`src/rtl/swg_pkg.sv`:
```
package swg_pkg;
    typedef enum logic [1:0] {MD_REAL = 2'd0, MD_V86 = 2'd1, MD_PROT = 2'd2, MD_LONG = 2'd3} mode_e;
    typedef enum logic [1:0] {FC_NONE = 2'd0, FC_GP = 2'd1, FC_NP = 2'd2} fclass_e;
    typedef enum logic [1:0] {ST_IDLE, ST_GATE, ST_TGT, ST_DONE} state_e;

    typedef struct packed {
        fclass_e     cls;
        logic [15:0] err;
    } fault_t;

    localparam fault_t NO_FAULT = '{cls: FC_NONE, err: 16'h0000};

    // error code pointing at an interrupt table entry
    function automatic logic [15:0] idt_err(input logic [7:0] vec);
        return {5'b0, vec, 3'b010};
    endfunction

    // error code from selector bits 15:2 (requested privilege dropped)
    function automatic logic [15:0] sel_err(input logic [13:0] sel_hi);
        return {sel_hi, 2'b00};
    endfunction
endpackage

```
`src/rtl/swg_entry_check.sv`:
```
module swg_entry_check
    import swg_pkg::*;
#(
    parameter int LIMIT_W = 16
) (
    input  logic [1:0]         mode,
    input  logic [1:0]         iopl,
    input  logic               vme_en,
    input  logic               redir_bit,
    input  logic [7:0]         vector,
    input  logic [LIMIT_W-1:0] idt_limit,
    output fault_t             flt
);
    localparam int CW = (LIMIT_W > 12) ? LIMIT_W : 12;

    logic [11:0]   span;
    logic [CW-1:0] span_c;
    logic [CW-1:0] lim_c;

    always_comb begin
        span   = (mode == MD_LONG) ? {vector, 4'hF} : {1'b0, vector, 3'h7};
        span_c = CW'(span);
        lim_c  = CW'(idt_limit);
        flt    = NO_FAULT;
        if (mode == MD_V86 && iopl != 2'd3 && (!vme_en || redir_bit)) begin
            flt = '{cls: FC_GP, err: 16'h0000};
        end else if (mode != MD_REAL && span_c > lim_c) begin
            flt = '{cls: FC_GP, err: idt_err(vector)};
        end
    end
endmodule

```
`src/rtl/swg_gate_check.sv`:
```
module swg_gate_check
    import swg_pkg::*;
#(
    parameter int LIMIT_W = 16
) (
    input  logic [1:0]         mode,
    input  logic [1:0]         cpl,
    input  logic [7:0]         vector,
    input  logic [3:0]         gtype,
    input  logic               gsys,
    input  logic [1:0]         gdpl,
    input  logic               gpres,
    input  logic [13:0]        sel_hi,
    input  logic               ldt_null,
    input  logic [LIMIT_W-1:0] gdt_limit,
    input  logic [LIMIT_W-1:0] ldt_limit,
    output fault_t             flt,
    output logic               is_task
);
    localparam int CW = (LIMIT_W > 16) ? LIMIT_W : 16;

    logic          type_ok;
    logic [CW-1:0] sel_span;
    logic [CW-1:0] tbl_lim;

    always_comb begin
        if (mode == MD_LONG)
            type_ok = !gsys && (gtype == 4'hE || gtype == 4'hF);
        else
            type_ok = !gsys && (gtype == 4'h5 || gtype == 4'h6 || gtype == 4'h7 ||
                                gtype == 4'hE || gtype == 4'hF);
        is_task  = (mode != MD_LONG) && (gtype == 4'h5);
        sel_span = CW'({sel_hi[13:1], 3'b111});
        tbl_lim  = sel_hi[0] ? CW'(ldt_limit) : CW'(gdt_limit);
        flt      = NO_FAULT;
        if (!type_ok)
            flt = '{cls: FC_GP, err: idt_err(vector)};
        else if (gdpl < cpl)
            flt = '{cls: FC_GP, err: idt_err(vector)};
        else if (!gpres)
            flt = '{cls: FC_NP, err: idt_err(vector)};
        else if (!is_task) begin
            if (sel_hi == 14'd0)
                flt = '{cls: FC_GP, err: 16'h0000};
            else if (sel_hi[0] && ldt_null)
                flt = '{cls: FC_GP, err: sel_err(sel_hi)};
            else if (sel_span > tbl_lim)
                flt = '{cls: FC_GP, err: sel_err(sel_hi)};
        end
    end
endmodule

```
`src/rtl/swg_target_check.sv`:
```
module swg_target_check
    import swg_pkg::*;
(
    input  logic [1:0]  mode,
    input  logic [1:0]  cpl,
    input  logic        t_s,
    input  logic        t_code,
    input  logic        t_long,
    input  logic [1:0]  t_dpl,
    input  logic        t_pres,
    input  logic [13:0] sel_hi,
    output fault_t      flt
);
    logic code_ok;

    always_comb begin
        code_ok = t_s && t_code && ((mode != MD_LONG) || t_long);
        flt     = NO_FAULT;
        if (!code_ok)
            flt = '{cls: FC_GP, err: sel_err(sel_hi)};
        else if (t_dpl > cpl)
            flt = '{cls: FC_GP, err: sel_err(sel_hi)};
        else if (!t_pres)
            flt = '{cls: FC_NP, err: sel_err(sel_hi)};
    end
endmodule

```
`src/rtl/swint_gate_check.sv`:
```
module swint_gate_check
    import swg_pkg::*;
#(
    parameter int ADDR_W  = 32,
    parameter int LIMIT_W = 16
) (
    input  logic               clk,
    input  logic               rst_n,
    input  logic               start,
    input  logic [7:0]         vector,
    input  logic [1:0]         mode,
    input  logic [1:0]         cpl,
    input  logic [1:0]         iopl,
    input  logic               vme_en,
    input  logic               redir_bit,
    input  logic [ADDR_W-1:0]  idt_base,
    input  logic [LIMIT_W-1:0] idt_limit,
    input  logic [ADDR_W-1:0]  gdt_base,
    input  logic [LIMIT_W-1:0] gdt_limit,
    input  logic [ADDR_W-1:0]  ldt_base,
    input  logic [LIMIT_W-1:0] ldt_limit,
    input  logic               ldt_null,
    output logic               mem_req,
    output logic [ADDR_W-1:0]  mem_addr,
    input  logic               mem_rvalid,
    input  logic [63:0]        mem_rdata,
    output logic               done,
    output logic               ok,
    output logic [1:0]         fault_cls,
    output logic [15:0]        err_code,
    output logic [15:0]        hnd_sel,
    output logic [31:0]        hnd_off
);
    typedef struct packed {
        state_e      st;
        logic        ok;
        fclass_e     cls;
        logic [15:0] err;
        logic [15:0] sel;
        logic [31:0] off;
        logic [15:0] gsel;
        logic [31:0] goff;
    } regs_t;

    regs_t r_d, r_q;

    fault_t entry_flt, gate_flt, tgt_flt;
    logic   gate_task;
    logic   rsvd_unused;

    assign rsvd_unused = ^mem_rdata[39:32];

    swg_entry_check #(.LIMIT_W(LIMIT_W)) u_entry (
        .mode(mode), .iopl(iopl), .vme_en(vme_en), .redir_bit(redir_bit),
        .vector(vector), .idt_limit(idt_limit), .flt(entry_flt)
    );

    swg_gate_check #(.LIMIT_W(LIMIT_W)) u_gate (
        .mode(mode), .cpl(cpl), .vector(vector),
        .gtype(mem_rdata[43:40]), .gsys(mem_rdata[44]), .gdpl(mem_rdata[46:45]),
        .gpres(mem_rdata[47]), .sel_hi(mem_rdata[31:18]), .ldt_null(ldt_null),
        .gdt_limit(gdt_limit), .ldt_limit(ldt_limit),
        .flt(gate_flt), .is_task(gate_task)
    );

    swg_target_check u_tgt (
        .mode(mode), .cpl(cpl),
        .t_s(mem_rdata[44]), .t_code(mem_rdata[43]), .t_long(mem_rdata[53]),
        .t_dpl(mem_rdata[46:45]), .t_pres(mem_rdata[47]),
        .sel_hi(r_q.gsel[15:2]), .flt(tgt_flt)
    );

    // memory port
    logic [ADDR_W-1:0] gate_ofs, tgt_ofs;
    always_comb begin
        unique case (mode)
            MD_REAL: gate_ofs = ADDR_W'({vector, 2'b00});
            MD_LONG: gate_ofs = ADDR_W'({vector, 4'b0000});
            default: gate_ofs = ADDR_W'({vector, 3'b000});
        endcase
        tgt_ofs  = ADDR_W'({r_q.gsel[15:3], 3'b000});
        mem_req  = (r_q.st == ST_GATE) || (r_q.st == ST_TGT);
        mem_addr = (r_q.st == ST_TGT) ? ((r_q.gsel[2] ? ldt_base : gdt_base) + tgt_ofs)
                                      : (idt_base + gate_ofs);
    end

    // next state
    always_comb begin
        r_d = r_q;
        unique case (r_q.st)
            ST_IDLE: begin
                if (start) begin
                    if (entry_flt.cls != FC_NONE) begin
                        r_d.st  = ST_DONE;
                        r_d.ok  = 1'b0;
                        r_d.cls = entry_flt.cls;
                        r_d.err = entry_flt.err;
                    end else begin
                        r_d.st = ST_GATE;
                    end
                end
            end
            ST_GATE: begin
                if (mem_rvalid) begin
                    if (mode == MD_REAL) begin
                        r_d.st  = ST_DONE;
                        r_d.ok  = 1'b1;
                        r_d.cls = FC_NONE;
                        r_d.err = 16'h0000;
                        r_d.sel = mem_rdata[31:16];
                        r_d.off = {16'h0000, mem_rdata[15:0]};
                    end else if (gate_flt.cls != FC_NONE) begin
                        r_d.st  = ST_DONE;
                        r_d.ok  = 1'b0;
                        r_d.cls = gate_flt.cls;
                        r_d.err = gate_flt.err;
                    end else if (gate_task) begin
                        r_d.st  = ST_DONE;
                        r_d.ok  = 1'b1;
                        r_d.cls = FC_NONE;
                        r_d.err = 16'h0000;
                        r_d.sel = mem_rdata[31:16];
                        r_d.off = {mem_rdata[63:48], mem_rdata[15:0]};
                    end else begin
                        r_d.st   = ST_TGT;
                        r_d.gsel = mem_rdata[31:16];
                        r_d.goff = {mem_rdata[63:48], mem_rdata[15:0]};
                    end
                end
            end
            ST_TGT: begin
                if (mem_rvalid) begin
                    r_d.st = ST_DONE;
                    if (tgt_flt.cls != FC_NONE) begin
                        r_d.ok  = 1'b0;
                        r_d.cls = tgt_flt.cls;
                        r_d.err = tgt_flt.err;
                    end else begin
                        r_d.ok  = 1'b1;
                        r_d.cls = FC_NONE;
                        r_d.err = 16'h0000;
                        r_d.sel = r_q.gsel;
                        r_d.off = r_q.goff;
                    end
                end
            end
            default: r_d.st = ST_IDLE;
        endcase
    end

    always_ff @(posedge clk or negedge rst_n) begin
        if (!rst_n) begin
            r_q <= '{st: ST_IDLE, ok: 1'b0, cls: FC_NONE, err: '0, sel: '0,
                     off: '0, gsel: '0, goff: '0};
        end else begin
            r_q <= r_d;
        end
    end

    assign done      = (r_q.st == ST_DONE);
    assign ok        = r_q.ok;
    assign fault_cls = r_q.cls;
    assign err_code  = r_q.err;
    assign hnd_sel   = r_q.sel;
    assign hnd_off   = r_q.off;

    // checks on the control flow
    assert_done_pulse_R13: assert property (@(posedge clk) disable iff (!rst_n)
        done |=> !done);

    assert_addr_stable_R13: assert property (@(posedge clk) disable iff (!rst_n)
        (mem_req && !mem_rvalid) |=> (mem_req && $stable(mem_addr)));

    assert_ok_clean_R14: assert property (@(posedge clk) disable iff (!rst_n)
        (done && ok) |-> (fault_cls == 2'd0 && err_code == 16'h0000));

    assert_fault_not_ok_R10: assert property (@(posedge clk) disable iff (!rst_n)
        (done && fault_cls != 2'd0) |-> !ok);

    assert_v86_fault_R1: assert property (@(posedge clk) disable iff (!rst_n)
        (r_q.st == ST_IDLE && start && mode == 2'd1 && iopl != 2'd3 && !vme_en)
        |=> (done && fault_cls == 2'd1 && err_code == 16'h0000 && !mem_req));
endmodule

```
`config.mk`:
```
export PLATFORM = sky130hd
export DESIGN_NAME = swint_gate_check
export DESIGN_NICKNAME = d
export VERILOG_FILES = /design/src/rtl/swg_pkg.sv /design/src/rtl/swg_entry_check.sv /design/src/rtl/swg_gate_check.sv /design/src/rtl/swg_target_check.sv /design/src/rtl/swint_gate_check.sv
export SDC_FILE = /design/constraint.sdc
export NUM_CORES = 1
export LEC_CHECK = 0
export BUFFER_PORTS_ARGS = -buffer_cell sky130_fd_sc_hd__buf_2
export CORE_MARGIN = 3
export CORE_UTILIZATION = 50
export DETAILED_ROUTE_END_ITERATION = 12
export PLACE_DENSITY = 0.88
export SKIP_LAST_GASP = 1
export SLEW_MARGIN = 5
export SYNTH_ARGS = -nofsm -noshare
export SYNTH_HDL_FRONTEND = slang
export SYNTH_HIERARCHICAL = 1
export SYNTH_SLANG_ARGS = --single-unit
```
`constraint.sdc`:
```
create_clock -name clk -period 5.5 [get_ports clk]
set_clock_uncertainty 0.15 [all_clocks]
set_input_delay 0.825 -clock clk [delete_from_list [all_inputs] [get_ports clk]]
set_output_delay 0.825 -clock clk [all_outputs]
set_load 0.005 [all_outputs]
```
=== Yosys cells after proc, flatten, opt, wreduce, memory -nomap -nowiden ===
Cells that the tools add are included.

* Add/subtract/negate cells: 2
* Magnitude comparators: 4
* Equal/unequal tests: 20
* Mux-type cells: 35
* Bitwise gates (word level): 3
* Reductions and logical operators: 32

{| class="wikitable"
|+ Operators with widths
! cell !! number
|-
| 18-bit two-way mux || 10
|-
| 48-bit two-way mux || 3
|-
| 117-bit two-way mux || 1
|-
| 96-bit two-way mux || 1
|-
| 48-bit case mux with 2 select lines || 1
|-
| 69-bit two-way mux || 1
|-
| 68-bit two-way mux || 1
|-
| 67-bit two-way mux || 1
|-
| 32-bit two-way mux || 2
|-
| 19-bit case mux with 3 select lines || 1
|-
| 19-bit two-way mux || 2
|-
| 17-bit two-way mux || 2
|-
| 32-bit by 16-bit adder with 32-bit output || 1
|-
| 32-bit adder || 1
|-
| 12-bit case mux with 2 select lines || 1
|-
| 21-bit two-way mux || 1
|-
| 20-bit two-way mux || 1
|-
| 12-bit by 16-bit > comparator with 1-bit output || 1
|-
| 16-bit > comparator || 1
|-
| 16-bit two-way mux || 1
|-
| 14-bit zero test || 1
|-
| 2-bit != test, second input constant || 7
|-
| 4-bit by 3-bit equality test with 1-bit output, second input constant || 3
|-
| 12-bit two-way mux || 1
|-
| 21 further kinds || 50
|}

* Bits in registers: 117
* Input bits: 229

=== Longest topological paths before layout ===
Gate-level depths: netlist of run 1.

* Depth in word-level cells: 14
* Depth in mapped cells: 18
* Mapped depth without buffers: 14

=== Hierarchy ===
The synthesis of run 1 kept the hierarchy.

{| class="wikitable"
|+ By module, submodules not included
! module !! times used !! cells an instance !! area an instance (µm²) !! sequential area each (µm²)
|-
| swint_gate_check || 1 || 904 || 8,313.0 || 2,927.8
|-
| swg_gate_check || 1 || 95 || 739.5 || 0.0
|-
| swg_entry_check || 1 || 72 || 528.0 || 0.0
|-
| swg_target_check || 1 || 31 || 296.5 || 0.0
|}

=== Worst setup path before layout of run 1 ===
OpenSTA, ideal clock, no wires.

* Path kind: register to output
* From: register r_q[34] in the netlist's numbering
* To: output mem_addr[29]
* Arrival: 3.471 ns
* Slack: 1.054 ns
* Stages on the path, launching flop included: 15
* Buffers on the path: 4
* Cell sequence: dfrtp_1 > buf_2 > buf_4 > buf_2 > buf_1 > mux2_2 > ha_1 > fa_1 > a21o_1 > a311o_1 > o2111ai_2 > a21oi_2 > and4_1 > xnor2_1 > mux2i_1

* Longest elaborated chain between the ends: 3

{| class="wikitable"
|+ Ends and longest elaborated chain
! what !! line !! RTL
|-
| start: declaration || swint_gate_check.sv:45 || <nowiki>regs_t r_d, r_q;</nowiki>
|-
| start signal: assignment || swint_gate_check.sv:153 || <nowiki>r_q <= '{st: ST_IDLE, ok: 1'b0, cls: FC_NONE, err: '0, sel: '0,</nowiki>
|-
| start signal: assignment || swint_gate_check.sv:156 || <nowiki>r_q <= r_d;</nowiki>
|-
| 32-bit two-way mux || swint_gate_check.sv:83 || <nowiki>mem_addr = (r_q.st == ST_TGT) ? ((r_q.gsel[2] ? ldt_base : gdt_base) + tgt_ofs)</nowiki>
|-
| 32-bit by 16-bit adder with 32-bit output || swint_gate_check.sv:83 ||
|-
| 32-bit two-way mux || swint_gate_check.sv:83 ||
|-
| end: declaration || swint_gate_check.sv:24 || <nowiki>output logic [ADDR_W-1:0] mem_addr,</nowiki>
|}

No other way between the ends.

=== Worst setup path after layout of run 1 ===
* From: input mode[0]
* To: output mem_addr[29]

* Longest elaborated chain between the ends: 4

{| class="wikitable"
|+ Ends and longest elaborated chain
! what !! line !! RTL
|-
| start: declaration || swint_gate_check.sv:11 || <nowiki>input logic [1:0] mode,</nowiki>
|-
| 2-bit equality test / 2-bit zero test (equally long branches) || swint_gate_check.sv:76 || <nowiki>unique case (mode)</nowiki>
|-
| 12-bit case mux with 2 select lines * || swint_gate_check.sv:76 ||
|-
| 32-bit adder * || swint_gate_check.sv:84 || <nowiki>: (idt_base + gate_ofs);</nowiki>
|-
| 32-bit two-way mux * || swint_gate_check.sv:83 ||
|}

Mark *: on every way between the ends. The rest lies on a longest branch, timed or not.

==> results of run 1 <==
synthesized netlist by cell type (12+ instances only):
cell type	n	share of area, %
nand3_1	25	1.3
nand4_1	12	0.76
xor2_1	30	2.7
nand2_1	118	4.5
inv_1	24	0.91
nor3_1	15	0.76
mux2_2	91	10
a21oi_1	61	3.1
a22oi_1	71	5.4
mux2i_1	32	3.2
buf_2	16	0.81
buf_4	79	6.0
o21ai_0	86	4.4
dfrtp_1	117	30
ha_1	55	7.0
clkbuf_1	31	1.2
xnor2_1	20	1.8
nor2_1	53	2.0
per-stage QoR:
step	util (%)	hold slack, ns	instance area (µm²)
after floorplan	-	0.3010	9907
after CTS	61.76	0.3280	11790
final	61.78	0.3204	11790
after detailed placement	58.64	0.3150	11190
after global routing	61.78	0.3439	11790
after global placement	58.64	0.3060	11190
kinds of logic after synthesis:
| kind of cell | synth area share, % |
|---|---|
| other | 0.1140 |
| adder cells (fa/ha/maj) | 7.373 |
| buffers and inverters | 9.336 |
| multiplexers | 13.62 |
| AND/OR/NAND/NOR | 14.50 |
| AO/OA/AOI/OAI | 20.98 |
| flip-flops | 29.64 |
| XOR/XNOR | 4.434 |
registers in the layout, indices dropped and copies added (netlist names):
register,flops
ok,1
err_code,16
hnd_off,32
hnd_sel,16
r_q,50
fault_cls,2
critical path, delay by kind of cell:
family	cells	cell delay, ns
compound gates	4	1.00
xor+xnor	1	0.26
fa+ha+maj	2	0.96
buf+inv	3	0.31
mux	1	0.11
simple gates	2	0.55
layer usage:
layer	global-route usage, %	routed length (µm)
met1	36.24	13330
met2	45.87	14540
met3	5.804	2033
met4	6.679	564
met5	0	0
report_power, final:
part           leakage, nW  switching, mW  internal (mW)
Combinational         3.87           1.42           1.06
Clock                0.292          0.431          0.682
Sequential            1.58          0.224           1.18
Total                 5.74           2.07           2.93
layout make-up:
| type | count | area (µm²) | area share, % |
|---|---|---|---|
| multi-input cells | 836 | 6092 | 51.68 |
| flip-flops and latches | 117 | 2929 | 24.85 |
| repair buffers | 336 | 1747 | 14.82 |
| clock buffers | 18 | 429.2 | 3.641 |
| well taps | 260 | 325.3 | 2.760 |
| clock inverters | 14 | 167.7 | 1.422 |
| inverters | 25 | 95.09 | 0.8067 |
| diodes | 1 | 2.502 | 0.02123 |
how the worst min path moves through the flow:
stage	startpoint	end	slack, ns	cells after the start
finish	hnd_sel[14]$_DFFE_PN0P_	hnd_sel[14]$_DFFE_PN0P_	0.32	2
global route	hnd_off[28]$_DFFE_PN0P_	hnd_off[28]$_DFFE_PN0P_	0.34	2
CTS	hnd_off[8]$_DFFE_PN0P_	hnd_off[8]$_DFFE_PN0P_	0.33	2
detailed placement	hnd_off[4]$_DFFE_PN0P_	hnd_off[4]$_DFFE_PN0P_	0.31	2
global placement	hnd_off[13]$_DFFE_PN0P_	hnd_off[13]$_DFFE_PN0P_	0.31	2
floorplan	hnd_off[0]$_DFFE_PN0P_	hnd_off[0]$_DFFE_PN0P_	0.30	2
==> results.cfg, run 1 <==
[route]
drc = 0
ant_nets = 0
drt-pass1-iter-count = 6
vias_per_cell = 5.706
post_drt_wl_per_cell_um = 18.96
totalWireLength_um = 30470
drtIter0Drc = 647
num_vias = 9169

[floorplanning]
core_um2 = 19080
die_h_um = 146.6
io-pin-count = 330
fp.dieW_um = 146.6
die_area_um2 = 21480
initial_core_util_pct = 51.76
rows = 50

[pwr]
p_leak_nw = 5.741
p_per_area_nw_per_um2 = 424.0
vdd_drop_max_v = 0.0002959
total_power_mw = 4.997

[sta]
fin_crit_sh_pct = 90.57
finalSetupViolations = 0
post-route-min-period_ns = 4.981
rsz0062_at_grt = false
fin_setup_tns_ns = 0
worst_slew_margin_rel_pct = 22.09
setup_ws_ns = 0.5187
worst_slew_pin_slew_ns = 1.169
max_freq_mhz = 200.8
drv_slew = 0
report.final.hold_viol_count = 0

[finish]
area.growth.synth_to_final_pct = 19.34
instances_no_fill = 1607
layout-drive-gt1-share_pct = 37.07
layout_commonest_cell = buf_2
fill_cells = 1606
mostFrequentLayoutCells = buf_2, nand2_1, dfrtp_1
nNetsFinal = 1619

[synth]
netlist_area_um2 = 9877
synthDistinctLibCells = 75
avgSynthCellArea_um2 = 8.963
synth-warning-count = 6
async_flop_share_pct = 100.0
ys_ff_latch = 117
syn-instance-count = 1102
seq_area_frac_synth_pct = 29.64
synth_edf_count = 0
yosys_most_used_dff = dfrtp_1

[critical_path]
end_kind = primary output
arrival_ns = 4.01
required_ns = 4.53
r2r_slack_ns = 2.50
slowest_stage = ha_1
crit_end = mem_addr[29]
start_kind = input port
reg2reg_to = err_code[9]$_DFFE_PN0P_
critPathKind = in2out
r2r.worst_path.cells = 6
crit_path_start = mode[0]
critPathMaxFanout = 17
cp_cell_sequence = buf_2 > inv_1 > ha_1 > o21ai_0 > ha_1 > a21oi_1 > o21ai_0 > a211oi_1 > nand2_1 > and4b_1 > xnor2_1 > mux2i_1 > buf_2
regToRegStartpoint = r_q[116]$_DFFE_PN0P_
slowest_delay_ns = 0.57

[placement]
dp_slack_ns = 0.5871
io_buffers = 321
hpwlAfterDp_um = 23470
dp.cells = 1574
routabilityCongestion = 0.9549

[cts]
clk_path_buf_depth = 2
cts_resized = 0
cts_tree = built
clock_latency_ns = 0.41
cts_buffers = 17
htree_levels = 4
post_cts_buffers = 0
clkTransAtPathRegs_ns = 0.05
cts_sinks = 117
postCtsHoldBufs = 0
cts-root-buf = clkbuf_16

[worst_hold_path]
hold_path_class = reg2reg

[status]
status = finished, final reports clean

[grt]
antenna_found_initial = 1
grt_pass1_vias = 8828
grt_pass1_wl_um = 47350
grt_max_degree = 91
grt.overflow.total = 0
grt.total_usage_pct = 27.35

[run]
cap_violations = 0
Power figures use the tool's default switching activity.
==> run 2: changes to the inputs <==
clock period = 5.66 ns   (was 5.5 ns; I/O delays follow)
==> results.cfg, run 2 (synthesis results as in run 1) <==
[status]
status = finished, final reports clean

[cts]
post_cts_buffers = 0
cts_resized = 0
cts_tree = built
postCtsHoldBufs = 0
htree_levels = 4
clock_latency_ns = 0.42
clkTransAtPathRegs_ns = 0.05
cts-root-buf = clkbuf_16
cts_buffers = 17
clk_path_buf_depth = 2
cts_sinks = 117

[route]
drt-pass1-iter-count = 5
totalWireLength_um = 30230
drtIter0Drc = 640
ant_nets = 0
num_vias = 9217
drc = 0
vias_per_cell = 5.750
post_drt_wl_per_cell_um = 18.86

[finish]
area.growth.synth_to_final_pct = 19.28
mostFrequentLayoutCells = buf_2, nand2_1, dfrtp_1
nNetsFinal = 1616
layout_commonest_cell = buf_2
layout-drive-gt1-share_pct = 37.01
largest_register_ffs = 50
diodes = 0
instances_no_fill = 1603
top_register = r_q

[sta]
max_freq_mhz = 191.9
rsz0062_at_grt = false
report.final.hold_viol_count = 0
finalSetupViolations = 0
worst_slew_pin_slew_ns = 1.179
worst_slew_margin_rel_pct = 21.39
post-route-min-period_ns = 5.212
fin_setup_tns_ns = 0
drv_slew = 0
fin_crit_sh_pct = 92.09

[floorplanning]
die_h_um = 146.6
io-pin-count = 330
fp.dieW_um = 146.6
rows = 50
die_area_um2 = 21480
initial_core_util_pct = 51.76
core_um2 = 19080

[grt]
grt.total_usage_pct = 27.47
grt.overflow.total = 0
grt_pass1_wl_um = 47600
grt_pass1_vias = 8927
antenna_found_initial = 1
grt_max_degree = 97

[critical_path]
required_ns = 4.66
critPathMaxFanout = 17
critPathKind = in2out
start_kind = input port
end_kind = primary output
arrival_ns = 4.21

[pwr]
p_per_area_nw_per_um2 = 417.1
p_leak_nw = 5.740
vdd_drop_max_v = 0.0002564

[placement]
io_buffers = 321
routabilityCongestion = 0.9338
hpwlAfterDp_um = 23140
dp.cells = 1571

[worst_hold_path]
hold_path_class = reg2reg

[run]
cap_violations = 0
run 2: final cells by class:
| class | instances | area [µm²] |
|---|---|---|
| timing repair buffer | 333 | 1712 |
| fill | 1602 | 7300 |
| tap | 260 | 325.3 |
| multi-input combinational | 836 | 6092 |
| inverter | 25 | 95.09 |
| sequential | 117 | 2929 |
| clock buffer | 18 | 439.2 |
| clock inverter | 14 | 188.9 |
run 2: path summary, 6_finish.rpt:
kind	startpoint	endpoint	slack, ns	cells past startpoint
worst min-delay path	hnd_sel[15]$_DFFE_PN0P_	hnd_sel[15]$_DFFE_PN0P_	0.32	2
worst max-delay path	mode[1]	mem_addr[29]	0.45	13
worst max register to register	r_q[115]$_DFFE_PN0P_	err_code[2]$_DFFE_PN0P_	2.65	8
min in group asynchronous	rst_n	hnd_off[15]$_DFFE_PN0P_	0.38	1
max in group asynchronous	rst_n	r_q[34]$_DFFE_PN0P_	3.74	2
worst min register to register	hnd_sel[15]$_DFFE_PN0P_	hnd_sel[15]$_DFFE_PN0P_	0.32	2
run 2: stage by stage:
stage	utilization [%]	worst slack [ns]	total power, mW	hold WS [ns]	area (µm²)
3_5_place_dp	58.45	0.5969	3.756	0.3147	11150
4_1_cts	61.74	0.5741	4.916	0.3286	11780
2_1_floorplan	-	1.190	3.138	0.3010	9907
6_report	61.74	0.4478	4.914	0.3217	11780
3_3_place_gp	58.45	0.6348	3.675	0.3058	11150
5_1_grt	61.74	0.1730	5.248	0.3463	11780
run 2: power breakdown:
group	total (mW)	switching, mW	internal, mW
Sequential	1.36	0.214	1.15
Clock	1.15	0.432	0.718
Combinational	2.40	1.37	1.03
run 2: per-layer routing:
metal	global-route usage, %	vias to the layer above	share of wire, %
met5	0	-	0.043
met4	7.620	2	2.2
met3	6.021	55	7.1
met2	44.73	413	47
met1	37.04	4362	43
li1	-	4385	-
run 2: critical path, stage by stage:
cell and delay [ns]:
buf_2 0.21, inv_1 0.09, ha_1 0.58, o21ai_0 0.19, ha_1 0.38, a21oi_1 0.14
o21ai_0 0.16, a211oi_1 0.53, nand2_1 0.31, and4b_1 0.27, xnor2_1 0.24, mux2i_1 0.11
buf_2 0.14
==> run 3: changes to the inputs <==
BUFFER_PORTS_ARGS = -buffer_cell sky130_fd_sc_hd__clkbuf_2   (was -buffer_cell sky130_fd_sc_hd__buf_2)
==> results.cfg, run 3 (synthesis results as in run 1) <==
[status]
status = finished, final reports clean

[route]
num_vias = 9174
drtIter0Drc = 619
vias_per_cell = 5.723
ant_nets = 0
post_drt_wl_per_cell_um = 18.85
totalWireLength_um = 30220
drt-pass1-iter-count = 5
drc = 0

[finish]
largest_register_ffs = 50
diodes = 0
layout_commonest_cell = clkbuf_2
top_register = r_q
layout-drive-gt1-share_pct = 37.01
mostFrequentLayoutCells = clkbuf_2, nand2_1, dfrtp_1
instances_no_fill = 1603
area.growth.synth_to_final_pct = 18.69
nNetsFinal = 1616

[run]
cap_violations = 0

[worst_hold_path]
min_from = hnd_off[4]$_DFFE_PN0P_
hold_path_class = reg2reg

[grt]
use_met2_pct = 44.06
grt-busiest-layer = met2
grt.overflow.total = 0
grt.total_usage_pct = 27.35
grt_pass1_wl_um = 47190
grt_max_degree = 91
antenna_found_initial = 0
grt.met1_usage_pct = 36.67
grt_use_met3_pct = 6.456
grt_pass1_vias = 8796

[critical_path]
slowest_stage = ha_1
critPathMaxFanout = 17
arrival_ns = 4.00
crit_family = compound AO/OA/AOI/OAI gates
cp_cell_sequence = clkbuf_2 > inv_1 > ha_1 > o21ai_0 > ha_1 > a21oi_1 > o21ai_0 > a211oi_1 > nand2_1 > and4b_1 > xnor2_1 > mux2i_1 > clkbuf_2
crit_path_start = mode[0]
required_ns = 4.66
start_kind = input port
critPathKind = in2out
regToRegStartpoint = r_q[115]$_DFFE_PN0P_
path_buf_inv = 3
end_kind = primary output
slowest_delay_ns = 0.58

[cts]
clock_latency_ns = 0.41
postCtsHoldBufs = 0
htree_levels = 4
clk_path_buf_depth = 2
cts_sinks = 117
clkTransAtPathRegs_ns = 0.05
cts-root-buf = clkbuf_16
cts_resized = 0
cts_buffers = 17
post_cts_buffers = 0
cts_tree = built

[sta]
worst_slew_margin_rel_pct = 19.72
rsz0062_at_grt = false
fin_setup_tns_ns = 0
fin_crit_sh_pct = 88.38
drv_slew = 0
finalSetupViolations = 0
worst_slew_pin_slew_ns = 1.204
report.final.hold_viol_count = 0
max_freq_mhz = 199.9
post-route-min-period_ns = 5.002

[floorplanning]
io-pin-count = 330
initial_core_util_pct = 51.76
rows = 50
die_h_um = 146.6
core_um2 = 19080
fp.dieW_um = 146.6
die_area_um2 = 21480

[pwr]
p_per_area_nw_per_um2 = 410.3
internal_power_mw = 2.782
sw_frac_of_total_pct = 42.15
clkPwrFrac_pct = 21.5
p_leak_nw = 5.713
p_seq_share_pct = 28.6
p_comb_share_pct = 49.8
p_sw_mw = 2.027
vdd_drop_max_v = 0.0002531

[placement]
io_buffers = 321
hpwlAfterDp_um = 23270
dp.cells = 1571
routabilityCongestion = 0.9300
run 3: layout make-up:
cell class	count	area, µm²
inverter	25	95.09
multi-input combinational	836	6092
sequential	117	2929
clock inverter	15	143.9
tap	260	325.3
timing repair buffer	333	1712
clock buffer	17	425.4
fill	1594	7358
run 3: through the flow:
stage | hold WS [ns] | utilization (%) | total power [mW] | instance area (µm²) | setup WS, ns
CTS | 0.3321 | 61.44 | 4.824 | 11720 | 0.7201
floorplan | 0.3010 | - | 3.138 | 9907 | 1.190
detailed placement | 0.3193 | 58.45 | 3.761 | 11150 | 0.7272
global route | 0.3593 | 61.44 | 5.160 | 11720 | 0.3386
finish | 0.3270 | 61.44 | 4.809 | 11720 | 0.6576
global placement | 0.3105 | 58.45 | 3.676 | 11150 | 0.7623
run 3: final timing paths:
path	end	slack, ns	cells after the start
worst max-delay path	mem_addr[29]	0.66	13
worst min-delay path	hnd_off[4]$_DFFE_PN0P_	0.33	2
worst max register to register	hnd_off[23]$_DFFE_PN0P_	2.31	5
worst min register to register	hnd_off[4]$_DFFE_PN0P_	0.33	2
max in group asynchronous	r_q[34]$_DFFE_PN0P_	3.78	2
min in group asynchronous	hnd_off[14]$_DFFE_PN0P_	0.42	1
run 3: tightest hold or removal path, stage by stage (launching register included):
cell	delay, ns
dfrtp_1	0.34
nand2_1	0.05
o21ai_0	0.06
run 3: power by group through the flow:
stage	clock (mW)	sequential [mW]	combinational (mW)
6_report	1.04	1.38	2.40
5_1_grt	1.09	1.41	2.66
4_1_cts	1.05	1.37	2.39
3_5_place_dp	0	1.38	2.38
3_3_place_gp	0	1.36	2.31
2_1_floorplan	0	1.29	1.85
run 3: layer usage:
| metal | up-vias | part of all wire [%] | routed length, µm |
|---|---|---|---|
| li1 | 4396 | - | - |
| met1 | 4315 | 43 | 13040 |
| met2 | 405 | 47 | 14130 |
| met3 | 58 | 7.4 | 2235 |
| met4 | 0 | 2.7 | 813 |
| met5 | - | 0 | 0 |
